### config.mk
export PLATFORM = sky130hd
export DESIGN_NAME = dc_removal_hpf
export DESIGN_NICKNAME = d
export VERILOG_FILES = /design/src/rtl/hpf_pkg.sv /design/src/rtl/hpf_ctrl.sv /design/src/rtl/hpf_datapath.sv /design/src/rtl/dc_removal_hpf.sv
export SDC_FILE = /design/constraint.sdc
export NUM_CORES = 1
export LEC_CHECK = 0
export ABC_CLOCK_PERIOD_IN_PS = 7700
export BUFFER_PORTS_ARGS = -buffer_cell sky130_fd_sc_hd__buf_2
export CAP_MARGIN = 25
export CORE_ASPECT_RATIO = 2
export CORE_UTILIZATION = 61
export CTS_BUF_LIST = sky130_fd_sc_hd__clkbuf_4
export CTS_CLUSTER_SIZE = 10
export DETAILED_ROUTE_END_ITERATION = 12
export GPL_TIMING_DRIVEN = 0
export PLACE_DENSITY = 0.8
export REMOVE_ABC_BUFFERS = 1
export SLEW_MARGIN = 10
export SYNTH_ARGS = -nofsm -noshare
export SYNTH_HDL_FRONTEND = slang
export SYNTH_SLANG_ARGS = --single-unit
### constraint.sdc
create_clock -name clk -period 7.7 [get_ports clk]
set_clock_uncertainty 0.1 [all_clocks]
set_input_delay 0.77 -clock clk [delete_from_list [all_inputs] [get_ports clk]]
set_output_delay 0.77 -clock clk [all_outputs]
set_load 0.02 [all_outputs]
### src/rtl/hpf_pkg.sv
package hpf_pkg;
  // Strobes the control sends to the datapath.
  typedef struct packed {
    logic update;    // accept a sample this edge
    logic passThru;  // route the raw sample to the output
  } hpfStrobe_t;
endpackage

### src/rtl/hpf_ctrl.sv
module hpf_ctrl
  import hpf_pkg::*;
(
  input  logic       clk,
  input  logic       rstN,
  input  logic       sampleValid,
  input  logic       bypassEn,
  output hpfStrobe_t strobe,
  output logic       resultValid
);
  always_comb begin
    strobe.update   = sampleValid;
    strobe.passThru = bypassEn;
  end

  always_ff @(posedge clk or negedge rstN) begin
    if (!rstN) resultValid <= 1'b0;
    else       resultValid <= sampleValid;
  end

  // output strobe follows the input strobe one cycle later
  assert_valid_follows_R2: assert property (@(posedge clk) disable iff (!rstN)
    sampleValid |=> resultValid);
  assert_valid_idle_R2: assert property (@(posedge clk) disable iff (!rstN)
    !sampleValid |=> !resultValid);

  // reset forces the strobe low
  always_ff @(posedge clk) begin
    if (!rstN) assert_reset_valid_R1: assert (resultValid == 1'b0);
  end
endmodule

### src/rtl/hpf_datapath.sv
module hpf_datapath
  import hpf_pkg::*;
#(
  parameter int DATA_W  = 24,
  parameter int SHIFT_K = 13,
  parameter int FRAC_W  = 13,
  parameter int HEAD_W  = 3
) (
  input  logic              clk,
  input  logic              rstN,
  input  hpfStrobe_t        strobe,
  input  logic [DATA_W-1:0] sampleIn,
  output logic [DATA_W-1:0] resultOut
);
  localparam int ACC_W = DATA_W + HEAD_W + FRAC_W;
  localparam int EXT_W = ACC_W - DATA_W - 1;
  localparam logic signed [ACC_W-1:0] SAT_HI = (ACC_W'(1) <<< (DATA_W-1)) - ACC_W'(1);
  localparam logic signed [ACC_W-1:0] SAT_LO = ~SAT_HI;

  logic signed [DATA_W-1:0] xPrev;
  logic signed [ACC_W-1:0]  acc;
  logic signed [DATA_W:0]   diffNarrow;
  logic signed [ACC_W-1:0]  diffScaled;
  logic signed [ACC_W-1:0]  leak;
  logic signed [ACC_W-1:0]  accNext;
  logic signed [ACC_W-1:0]  yWide;
  logic        [DATA_W-1:0] yClamped;

  always_comb begin
    diffNarrow = {sampleIn[DATA_W-1], sampleIn} - {xPrev[DATA_W-1], xPrev};
    diffScaled = {{EXT_W{diffNarrow[DATA_W]}}, diffNarrow} <<< FRAC_W;
    leak       = acc >>> SHIFT_K;
    accNext    = acc + diffScaled - leak;
    yWide      = accNext >>> FRAC_W;
  end

  // Clamp to the sample range
  always_comb begin
    if (yWide > SAT_HI)      yClamped = SAT_HI[DATA_W-1:0];
    else if (yWide < SAT_LO) yClamped = SAT_LO[DATA_W-1:0];
    else                     yClamped = yWide[DATA_W-1:0];
  end

  // The recursion runs regardless of bypass
  always_ff @(posedge clk or negedge rstN) begin
    if (!rstN) begin
      xPrev     <= '0;
      acc       <= '0;
      resultOut <= '0;
    end else if (strobe.update) begin
      xPrev     <= sampleIn;
      acc       <= accNext;
      resultOut <= strobe.passThru ? sampleIn : yClamped;
    end
  end

  // output only moves on an accepted sample
  assert_hold_R3: assert property (@(posedge clk) disable iff (!rstN)
    !strobe.update |=> $stable(resultOut));

  // bypassed sample appears unchanged
  assert_bypass_R7: assert property (@(posedge clk) disable iff (!rstN)
    (strobe.update && strobe.passThru) |=> resultOut == $past(sampleIn));

  // a quiet state with a repeated input yields a zero output
  assert_quiet_zero_R4: assert property (@(posedge clk) disable iff (!rstN)
    (strobe.update && !strobe.passThru && sampleIn == xPrev && acc == '0)
      |=> resultOut == '0);
endmodule

### src/rtl/dc_removal_hpf.sv
module dc_removal_hpf
  import hpf_pkg::*;
#(
  parameter int DATA_W  = 24,
  parameter int SHIFT_K = 13,
  parameter int FRAC_W  = 13,
  parameter int HEAD_W  = 3
) (
  input  logic              clk,
  input  logic              rstN,
  input  logic              sampleValid,
  input  logic [DATA_W-1:0] sampleIn,
  input  logic              bypassEn,
  output logic              resultValid,
  output logic [DATA_W-1:0] resultOut
);
  hpfStrobe_t strobe;

  hpf_ctrl u_ctrl (
    .clk         (clk),
    .rstN        (rstN),
    .sampleValid (sampleValid),
    .bypassEn    (bypassEn),
    .strobe      (strobe),
    .resultValid (resultValid)
  );

  hpf_datapath #(
    .DATA_W  (DATA_W),
    .SHIFT_K (SHIFT_K),
    .FRAC_W  (FRAC_W),
    .HEAD_W  (HEAD_W)
  ) u_dp (
    .clk       (clk),
    .rstN      (rstN),
    .strobe    (strobe),
    .sampleIn  (sampleIn),
    .resultOut (resultOut)
  );
endmodule

After elaboration in Yosys (flattened, before gate mapping):

Cells that the tools add are included.

* flip-flop bits (word level): 89
* bits in latches: 0
* bits in writable memories: 0
* memory bits (read-only): 0
* input port bits: 28
* output and inout bits: 25
* word-level logic and storage cells: 12
* memories: 0

* add/sub/neg operators: 3
* multiply operators: 0
* div/mod/pow operators: 0
* order comparisons: 2
* eq/ne operators: 0
* shift operators: 0
* multiplexer cells: 3
* bitwise gates (word level): 0
* reduce and logical (&&, ||, !) cells: 0

Operators by type and width (number)
* 24-bit 2-to-1 mux: 3
* 40-bit by 38-bit adder with 40-bit output: 1
* 40-bit by 27-bit subtractor with 40-bit output: 1
* 27-bit by 24-bit greater-than comparator with 1-bit output (second input constant): 1
* 27-bit by 24-bit less-than comparator with 1-bit output (second input constant): 1
* 24-bit by 24-bit subtractor with 25-bit output: 1

Longest topological paths before layout:

Gate-level depths: netlist of run 1.

* depth after elaboration: 7
* mapped depth: 26

Hierarchy:

Synthesis of run 1 repeated with hierarchy kept, for this count alone.

* cell total of the unflattened synthesis: 882
* area, all modules: 7704.9 µm²

Modules (own cells, without submodules)
* hpf_datapath: times used 1, cells each 879, area each 7664.9 µm², seq. area each 2202.1 µm²
* hpf_ctrl: times used 1, cells each 3, area each 40.0 µm², seq. area each 25.0 µm²

Worst setup path before layout of run 1:

OpenSTA, ideal clock, no wires.

* path type: input port to flip-flop
* start: in sampleIn[0]
* end: reg u_dp.resultOut[17]
* arrival time: 5.714 ns
* required time: 7.527 ns
* slack: 1.813 ns
* cell stages on the path: 24
* buffers on the path: 2
* cells stage by stage: inv_1 > ha_1 > fa_1 > nor2b_1 > o21a_1 > o21ai_0 > a31oi_1 > a311oi_1 > o31ai_1 > nand4_1 > nand2_1 > xor2_1 > fa_1 > ha_1 > clkbuf_1 > a21o_1 > a21oi_1 > mux2_2 > a311oi_1 > nand2_2 > o31ai_4 > buf_6 > nand2_2 > a21oi_2

* longest elaborated chain between the ends: 7
* elaborated cells between the ends (all ways): 8
* classes of those cells: 3 x add/sub; 2 x order compare; 3 x mux

RTL lines
* start, declared: line dc_removal_hpf.sv:12 `input logic [DATA_W-1:0] sampleIn,`
* 24-bit by 24-bit subtractor with 25-bit output (*): line hpf_datapath.sv:30 `diffNarrow = {sampleIn[DATA_W-1], sampleIn} - {xPrev[DATA_W-1], xPrev};`
* 40-bit by 38-bit adder with 40-bit output (*): line hpf_datapath.sv:33 `accNext = acc + diffScaled - leak;`
* 40-bit by 27-bit subtractor with 40-bit output (*): line hpf_datapath.sv:33
* 27-bit by 24-bit less-than comparator with 1-bit output: line hpf_datapath.sv:40 `else if (yWide < SAT_LO) yClamped = SAT_LO[DATA_W-1:0];`
* 24-bit 2-to-1 mux: line hpf_datapath.sv:40
* 24-bit 2-to-1 mux (*): line hpf_datapath.sv:39 `if (yWide > SAT_HI) yClamped = SAT_HI[DATA_W-1:0];`
* 24-bit 2-to-1 mux (*): line hpf_datapath.sv:53 `resultOut <= strobe.passThru ? sampleIn : yClamped;`
* end signal, assigned: line hpf_datapath.sv:53
* end, declared: line hpf_datapath.sv:13 `output logic [DATA_W-1:0] resultOut`

Mark *: on every way between the ends. The rest lies on a longest branch, timed or not.
A chain may end at the register's enable or synchronous reset.

Worst setup path in the final report of run 1:

* start: reg u_dp.xPrev[1]
* end: reg u_dp.resultOut[0]

* longest elaborated chain between the ends: 7
* elaborated cells between the ends (all ways): 8
* classes of those cells: 3 x add/sub; 2 x order compare; 3 x mux

RTL lines
* start, declared: line hpf_datapath.sv:20 `logic signed [DATA_W-1:0] xPrev;`
* start signal, assigned: line hpf_datapath.sv:51 `xPrev <= sampleIn;`
* 24-bit by 24-bit subtractor with 25-bit output (*): line hpf_datapath.sv:30
* 40-bit by 38-bit adder with 40-bit output (*): line hpf_datapath.sv:33
* 40-bit by 27-bit subtractor with 40-bit output (*): line hpf_datapath.sv:33
* 27-bit by 24-bit less-than comparator with 1-bit output: line hpf_datapath.sv:40
* 24-bit 2-to-1 mux: line hpf_datapath.sv:40
* 24-bit 2-to-1 mux (*): line hpf_datapath.sv:39
* 24-bit 2-to-1 mux (*): line hpf_datapath.sv:53

Marks and branches as above.

==> flow_summary.ini, run 1 <==
[run_status]
status = finished, final reports clean

[floorplan]
rows = 58
die_h_um = 162.5
dieArea_um2 = 13370
start_util_pct = 62.62
dieWidth_um = 82.27
ioPinCount = 53
core_area_um2 = 12550

[cells_and_area]
design_area_um2 = 8377
area_growth_syn_to_layout_pct = 6.557
num-fill-cells = 1050
multi_input_area_um2 = 5185
finalNonFillerCells = 1060
mostFrequentLayoutCells = o21ai_0, dfrtp_1, nand2_1
drive_above_1_share_pct = 17.49
regArea_um2 = 2227
final_common_cell = o21ai_0
final_nets = 1036

[critical_path]
critPathLaunch = u_dp.xPrev[1]$_DFFE_PN0P_
r2r-end = u_dp.resultOut[0]$_DFFE_PN0P_
ff2ff_path_depth = 22
crit_fanout = 13
crit_chain = inv_1, ha_1, nor2b_1, o31a_1, o21ai_1, a31oi_1, o41ai_1, a211oi_1, o31ai_1, o21ai_1, a21oi_1, xnor2_1, fa_1, ha_1, a21oi_1, mux2_2, a311oi_1, nand2_2, o31ai_4, buf_8, nand2_1, a21oi_1
critPathCapture = u_dp.resultOut[0]$_DFFE_PN0P_
worstSetupPathType = reg -> reg
end_kind = flip-flop
regToRegStartpoint = u_dp.xPrev[1]$_DFFE_PN0P_
arrival_ns = 7.60
r2r_slack_ns = 0.41
path_delay_family = compound AO/OA/AOI/OAI gates
crit_slowest_cell = o31ai_1
worstPathRequired_ns = 8.00
cp.depth = 22
cp_common_cell = a21oi_1
critPathMaxStageDelay_ns = 0.82
crit_path_start_kind = flip-flop
crit_buf_inv = 2

[detailed_routing]
drc = 0
drt_iter0_drc = 349
avgRoutedWirePerCell_um = 18.48
dr.pass1.iters = 5
wl_um = 19590
num_vias = 6445
drtAntennaViolNets = 0
vias_per_cell = 6.080

[clocking]
ctsResizeCount = 0
clkLatencyLatePin_ns = 0.49
cts_made_buffers = 9
hold_buffers = 0
cts_setup_buffers = 0
htree_levels = 3
cts_root_buffer = clkbuf_4
cts_tree = yes
clock_sinks = 89
clk_pin_slew_worst_paths_ns = 0.16
cts_buffer_depth = 2

[sta]
finalCriticalPeriod_ns = 7.291
worst_slew_pin_slew_ns = 0.9176
slew_headroom_pct = 38.76
hold_viol_final = 0
rsz0062_at_grt = no
setup-violations-final = 0
max_freq_ghz = 0.1372
maxSlewViolCount = 0
tns_ns = 0
post-route-period-util_pct = 94.69

[yosys]
synth-edff-count = 0
synthDistinctLibCells = 72
syn_inst = 877
ys_seq_area_share_pct = 28.33
syn_avg_cell_area_um2 = 8.964
async_reset_ff_share_pct = 100.0
netlist_area_um2 = 7861
yosys_warnings = 0
synth_flop_cell = dfrtp_1
synth-seq-cells = 89

[placement]
gp_congestion = 0.9361
port-buffer-count = 52
post-dp-hpwl_um = 15580
dp_cells = 1043
placed_area_um2 = 8205

[global_route]
track_usage_pct = 31.19
grt_pass1_vias = 6406
antenna_found_initial = 1
grt_pass1_wl_um = 30750
grt_max_degree = 117
overflow = 0

[run]
drv_cap = 0

[min_path]
holdCritPathClass = in -> async
how the worst min path moves through the flow:
stage	from	cells after the start	to
final	rstN	1	u_dp.xPrev[23]$_DFFE_PN0P_
after global routing	rstN	1	u_dp.resultOut[23]$_DFFE_PN0P_
after CTS	rstN	1	u_dp.xPrev[23]$_DFFE_PN0P_
after detailed placement	u_dp.acc[5]$_DFFE_PN0P_	1	u_dp.acc[5]$_DFFE_PN0P_
after global placement	u_dp.xPrev[0]$_DFFE_PN0P_	1	u_dp.xPrev[0]$_DFFE_PN0P_
after floorplan	rstN	0	u_ctrl.resultValid$_DFF_PN0_
routing by layer:
layer  routed length, um  GRT usage, %  share of wire (%)  vias up
met5                   0             0                  0        -
met2               10670         56.61                 54      170
met4                1563         23.68                8.0        0
met1                6764         29.88                 35     3061
met3                 589         4.762                3.0       85
li1                    -             -                  -     3129
synthesized netlist by cell type (13+ instances only):
cell type,instances,area (um2)
nand3_1,17,85.08
a21oi_2,23,201.4
o21ai_0,92,460.4
nand4_1,13,81.33
xor2_1,14,122.6
mux2_2,15,168.9
fa_1,28,560.5
dfrtp_1,89,2227
nand2_2,21,131.4
nand3b_1,23,172.7
a21oi_1,57,285.3
clkbuf_1,24,90.09
a21o_1,20,150.1
nor2_1,44,165.2
nand2_1,81,304.0
xnor2_1,38,332.8
inv_1,67,251.5
ha_1,76,950.9
flip-flops by register name, summed over array words and instances, names as in the netlist:
name	cells
u_dp.acc	40
u_dp.resultOut	24
u_dp.xPrev	24
u_ctrl.resultValid	1
cell families (layout without fill, tap and decap cells):
| group | after synthesis | in the layout | synth area share, % |
|---|---|---|---|
| and+or+nand+nor | 243 | 243 | 16.00 |
| muxes | 19 | 19 | 2.658 |
| buffers and inverters | 107 | 139 | 5.714 |
| adders and majority gates | 104 | 104 | 19.23 |
| other | 0 | 1 | 0 |
| xor gates and xnor gates | 55 | 55 | 6.558 |
| DFF | 89 | 89 | 28.33 |
| AOI/OAI and AO/OA | 260 | 260 | 21.52 |
final cells by class:
type                       count  area share (%)
antenna                        1         0.02987
clock buffer                   9          0.8066
clock inverter                 7           1.210
inverter                      67           3.002
multi-input combinational    681           61.90
sequential                    89           26.59
tap                          150           2.240
timing repair buffer          56           4.227
worst reg2reg max path: cells and delay by family (launching register included):
| kind | cells | cell delay [ns] |
|---|---|---|
| muxes | 1 | 0.39 |
| xor gates and xnor gates | 1 | 0.15 |
| buffers and inverters | 2 | 0.32 |
| AOI/OAI and AO/OA | 12 | 4.33 |
| and+or+nand+nor | 3 | 0.37 |
| adders and majority gates | 3 | 1.14 |
| DFF | 1 | 0.42 |
through the flow:
step	setup WS [ns]	utilization, %	hold WS (ns)
after floorplan	1.380	-	0.3744
after global placement	-0.1343	64.61	0.3949
after detailed placement	0.1795	65.36	0.4032
after CTS	0.5878	66.70	0.1418
after global routing	0.1180	66.72	0.1602
final	0.4088	66.72	0.1264
Power of run 1 is not shown: default switching activity piles up to over one toggle a cycle in this logic, so the estimate is an artifact.
==> inputs of run 2 (changes only) <==
--- a/config.mk
+++ b/config.mk
@@ -14,7 +14,7 @@
 export CTS_CLUSTER_SIZE = 10
 export DETAILED_ROUTE_END_ITERATION = 12
 export GPL_TIMING_DRIVEN = 0
-export PLACE_DENSITY = 0.8
+export PLACE_DENSITY_LB_ADDON = 0.25
 export REMOVE_ABC_BUFFERS = 1
 export SLEW_MARGIN = 10
 export SYNTH_ARGS = -nofsm -noshare
==> flow_summary.ini, run 2 (same netlist as run 1, synthesis figures left out) <==
[critical_path]
worstSetupPathType = in -> reg
end_kind = flip-flop
r2r-end = u_dp.resultOut[13]$_DFFE_PN0P_
critPathCapture = u_dp.resultOut[13]$_DFFE_PN0P_
arrival_ns = 7.25
worstPathRequired_ns = 7.97
crit_path_start_kind = input pin
r2r_slack_ns = 0.75
ff2ff_path_depth = 23
critPathMaxStageDelay_ns = 0.76
regToRegStartpoint = u_dp.xPrev[1]$_DFFE_PN0P_
crit_slowest_cell = nor3b_4
critPathLaunch = sampleIn[0]
crit_fanout = 14

[cells_and_area]
area_growth_syn_to_layout_pct = 6.414
largestRegisters = u_dp.acc: 40 flops, u_dp.resultOut: 24 flops, u_dp.xPrev: 24 flops
largest-register = u_dp.acc
design_area_um2 = 8366
final_common_cell = o21ai_0
mostFrequentLayoutCells = o21ai_0, dfrtp_1, nand2_1
num-fill-cells = 1072
drive_above_1_share_pct = 17.60
multi_input_area_um2 = 5185
regArea_um2 = 2227
largest_register_ff_count = 40
final_nets = 1036

[clocking]
clk_pin_slew_worst_paths_ns = 0.16
cts_setup_buffers = 0
clkLatencyLatePin_ns = 0.49
cts_root_buffer = clkbuf_4
cts_tree = yes
clock_sinks = 89
hold_buffers = 0
cts_buffer_depth = 2
ctsResizeCount = 0
cts_made_buffers = 9
htree_levels = 3

[sta]
post-route-period-util_pct = 90.64
worst_slew_pin_slew_ns = 0.9125
hold_viol_final = 0
maxSlewViolCount = 0
slew_headroom_pct = 39.10
setup-violations-final = 0
rsz0062_at_grt = no
max_freq_ghz = 0.1433
finalCriticalPeriod_ns = 6.979
tns_ns = 0

[floorplan]
start_util_pct = 62.62
dieArea_um2 = 13370
rows = 58
die_h_um = 162.5
ioPinCount = 53
core_area_um2 = 12550
dieWidth_um = 82.27

[run_status]
status = finished, final reports clean

[detailed_routing]
wl_um = 20480
drc = 0
num_vias = 6494
avgRoutedWirePerCell_um = 19.32
dr.pass1.iters = 7
vias_per_cell = 6.126
drtAntennaViolNets = 0
drt_iter0_drc = 316

[placement]
gp_congestion = 0.9444
port-buffer-count = 52
placed_area_um2 = 8214
post-dp-hpwl_um = 16580

[min_path]
holdCritPathClass = in -> async

[global_route]
antenna_found_initial = 1
grt_max_degree = 102
grt_pass1_wl_um = 32290
track_usage_pct = 32.72
grt_pass1_vias = 6689
overflow = 0

[run]
drv_cap = 0
run 2: changes by cell type in the layout (fill, tap and decap cells not counted), sizes merged:
cell and change:
clkinv +2, clkinvlp -2, bufinv -1, clkbuf +1
run 2: through the flow:
| step | std cells | hold slack (ns) | utilization, % | worst slack [ns] |
|---|---|---|---|---|
| 6_report | 1060 | 0.1519 | 66.63 | 0.7211 |
| 5_1_grt | 1060 | 0.1904 | 66.63 | 0.3968 |
| 4_1_cts | 1059 | 0.1667 | 66.61 | 0.8075 |
| 3_5_place_dp | 1043 | 0.4027 | 65.43 | 0.3444 |
| 3_3_place_gp | 1039 | 0.3971 | 64.61 | 0.1170 |
| 2_1_floorplan | 837 | 0.3744 | - | 1.380 |
run 2: how the worst min path moves through the flow:
stage                               from                           end  slack, ns
2_1_floorplan                       rstN  u_ctrl.resultValid$_DFF_PN0_       0.37
3_3_place_gp   u_dp.xPrev[0]$_DFFE_PN0P_     u_dp.xPrev[0]$_DFFE_PN0P_       0.40
3_5_place_dp   u_dp.xPrev[0]$_DFFE_PN0P_     u_dp.xPrev[0]$_DFFE_PN0P_       0.40
4_1_cts                             rstN    u_dp.xPrev[23]$_DFFE_PN0P_       0.17
5_1_grt                             rstN    u_dp.xPrev[23]$_DFFE_PN0P_       0.19
6_report                            rstN    u_dp.xPrev[23]$_DFFE_PN0P_       0.15
run 2: worst max-delay path: cells and delay by family:
kind	cells	cell delay, ns
xor gates and xnor gates	2	0.47
adders and majority gates	4	1.54
buffers and inverters	3	0.36
and+or+nand+nor	4	1.24
AOI/OAI and AO/OA	12	2.83
run 2: cell type report:
cell class,instances,area share (%)
sequential,89,26.62
timing repair buffer,56,4.337
clock buffer,10,0.8974
tap,150,2.243
clock inverter,6,0.8824
antenna,1,0.02991
inverter,67,3.006
multi-input combinational,681,61.98
run 2: per-layer routing:
metal,GRT usage [%],up-vias,share of wire (%)
met5,0,-,0
met2,61.87,169,56
li1,-,3138,-
met1,30.67,3115,34
met3,3.697,72,2.3
met4,22.97,0,7.5
Power of run 2 is left out for the same reason.
==> inputs of run 3 (changes only) <==
--- a/config.mk
+++ b/config.mk
@@ -13,7 +13,7 @@
 export CTS_BUF_LIST = sky130_fd_sc_hd__clkbuf_4
 export CTS_CLUSTER_SIZE = 10
 export DETAILED_ROUTE_END_ITERATION = 12
-export GPL_TIMING_DRIVEN = 0
+export GPL_TIMING_DRIVEN = 1
 export PLACE_DENSITY_LB_ADDON = 0.25
 export REMOVE_ABC_BUFFERS = 1
 export SLEW_MARGIN = 10
==> flow_summary.ini, run 3 (same netlist as run 1, synthesis figures left out) <==
[sta]
hold_viol_final = 0
setup-violations-final = 0
maxSlewViolCount = 0
worst_slew_pin_slew_ns = 0.9740
max_freq_ghz = 0.1499
tns_ns = 0
post-route-period-util_pct = 86.62
rsz0062_at_grt = no
slew_headroom_pct = 35.06
finalCriticalPeriod_ns = 6.670

[placement]
post-dp-hpwl_um = 16690
gp_congestion = 0.9959
dp_cells = 1043
port-buffer-count = 52

[critical_path]
critPathMaxStageDelay_ns = 0.67
worstSetupPathType = reg -> reg
critPathCapture = u_dp.resultOut[0]$_DFFE_PN0P_
cp.depth = 23
cp_common_cell = a21oi_1
crit_chain = inv_1, ha_1, nor2b_1, o31a_1, o21ai_1, a31oi_1, o41ai_1, a211oi_1, o31ai_1, o21ai_1, a21oi_1, xnor2_1, fa_1, ha_1, a21oi_1, o21ai_0, a21oi_1, o31ai_4, xnor2_2, a31oi_2, nor3b_4, buf_4, a21oi_1
crit_slowest_cell = o31ai_1
r2r_slack_ns = 1.03
crit_fanout = 23
end_kind = flip-flop
arrival_ns = 6.91
ff2ff_path_depth = 23
regToRegStartpoint = u_dp.xPrev[1]$_DFFE_PN0P_
worstPathRequired_ns = 7.94
critPathLaunch = u_dp.xPrev[1]$_DFFE_PN0P_
crit_path_start_kind = flip-flop
path_delay_family = compound AO/OA/AOI/OAI gates
crit_buf_inv = 2
r2r-end = u_dp.resultOut[0]$_DFFE_PN0P_

[detailed_routing]
vias_per_cell = 6.300
drc = 0
avgRoutedWirePerCell_um = 20.07
dr.pass1.iters = 6
drtAntennaViolNets = 0
drt_iter0_drc = 377
wl_um = 21280
num_vias = 6678

[run]
drv_cap = 0

[clocking]
cts_tree = yes
cts_root_buffer = clkbuf_4
ctsResizeCount = 0
clk_pin_slew_worst_paths_ns = 0.16
clock_sinks = 89
hold_buffers = 0
cts_setup_buffers = 0
cts_made_buffers = 9
cts_buffer_depth = 2
htree_levels = 3
clkLatencyLatePin_ns = 0.48

[global_route]
grt_pass1_vias = 6888
grt_pass1_wl_um = 33200
grt_max_degree = 99
track_usage_pct = 33.70
antenna_found_initial = 1
overflow = 0

[floorplan]
dieWidth_um = 82.27
core_area_um2 = 12550
die_h_um = 162.5
rows = 58
start_util_pct = 62.62
dieArea_um2 = 13370
ioPinCount = 53

[cells_and_area]
mostFrequentLayoutCells = o21ai_0, dfrtp_1, nand2_1
largestRegisters = u_dp.acc: 40 flops, u_dp.resultOut: 24 flops, u_dp.xPrev: 24 flops
largest-register = u_dp.acc
largest_register_ff_count = 40
drive_above_1_share_pct = 17.60
post-route-util_pct = 65.92
final_nets = 1036
area_growth_syn_to_layout_pct = 5.268
finalNonFillerCells = 1060
final_common_cell = o21ai_0

[run_status]
status = finished, final reports clean

[min_path]
holdCritPathClass = in -> async
==> run 3: changes by cell type in the layout (fill, tap and decap cells not counted), sizes merged <==
cell	before	now
bufinv	1	0
clkinv	3	1
clkinvlp	0	3
==> run 3: area by class of cell <==
cell class / instances / area (um2)
clock buffers: 10 / 75.07
well taps: 150 / 187.7
flip-flops and latches: 89 / 2227
multi-input cells: 681 / 5185
repair buffers: 56 / 295.3
clock inverters: 6 / 51.30
fillers: 1058 / 4279
diodes: 1 / 2.502
inverters: 67 / 251.5
==> run 3: how the worst min path moves through the flow <==
stage | cells after the start | to | slack [ns]
finish | 1 | u_dp.acc[39]$_DFFE_PN0P_ | 0.13
global route | 1 | u_dp.acc[39]$_DFFE_PN0P_ | 0.15
CTS | 1 | u_dp.acc[39]$_DFFE_PN0P_ | 0.14
detailed placement | 1 | u_dp.acc[4]$_DFFE_PN0P_ | 0.41
global placement | 1 | u_dp.acc[5]$_DFFE_PN0P_ | 0.40
floorplan | 0 | u_ctrl.resultValid$_DFF_PN0_ | 0.37
==> run 3: routing by layer <==
layer  GRT usage (%)  vias to the layer above  wire length, um
met2           59.65                      244            11270
met1           31.12                     3199             7026
li1                -                     3128                -
met4           29.27                        0             1989
met5               0                        -                0
met3           6.667                      107              996
==> run 3: per-stage QoR <==
step	hold slack, ns	area, um2	setup WS [ns]
after global routing	0.1529	8275	0.7339
after detailed placement	0.4078	8147	0.7960
final	0.1331	8275	1.030
after floorplan	0.3744	7664	1.380
after global placement	0.3979	8147	0.9890
after CTS	0.1367	8273	1.128
Power of run 3 is left out for the same reason.
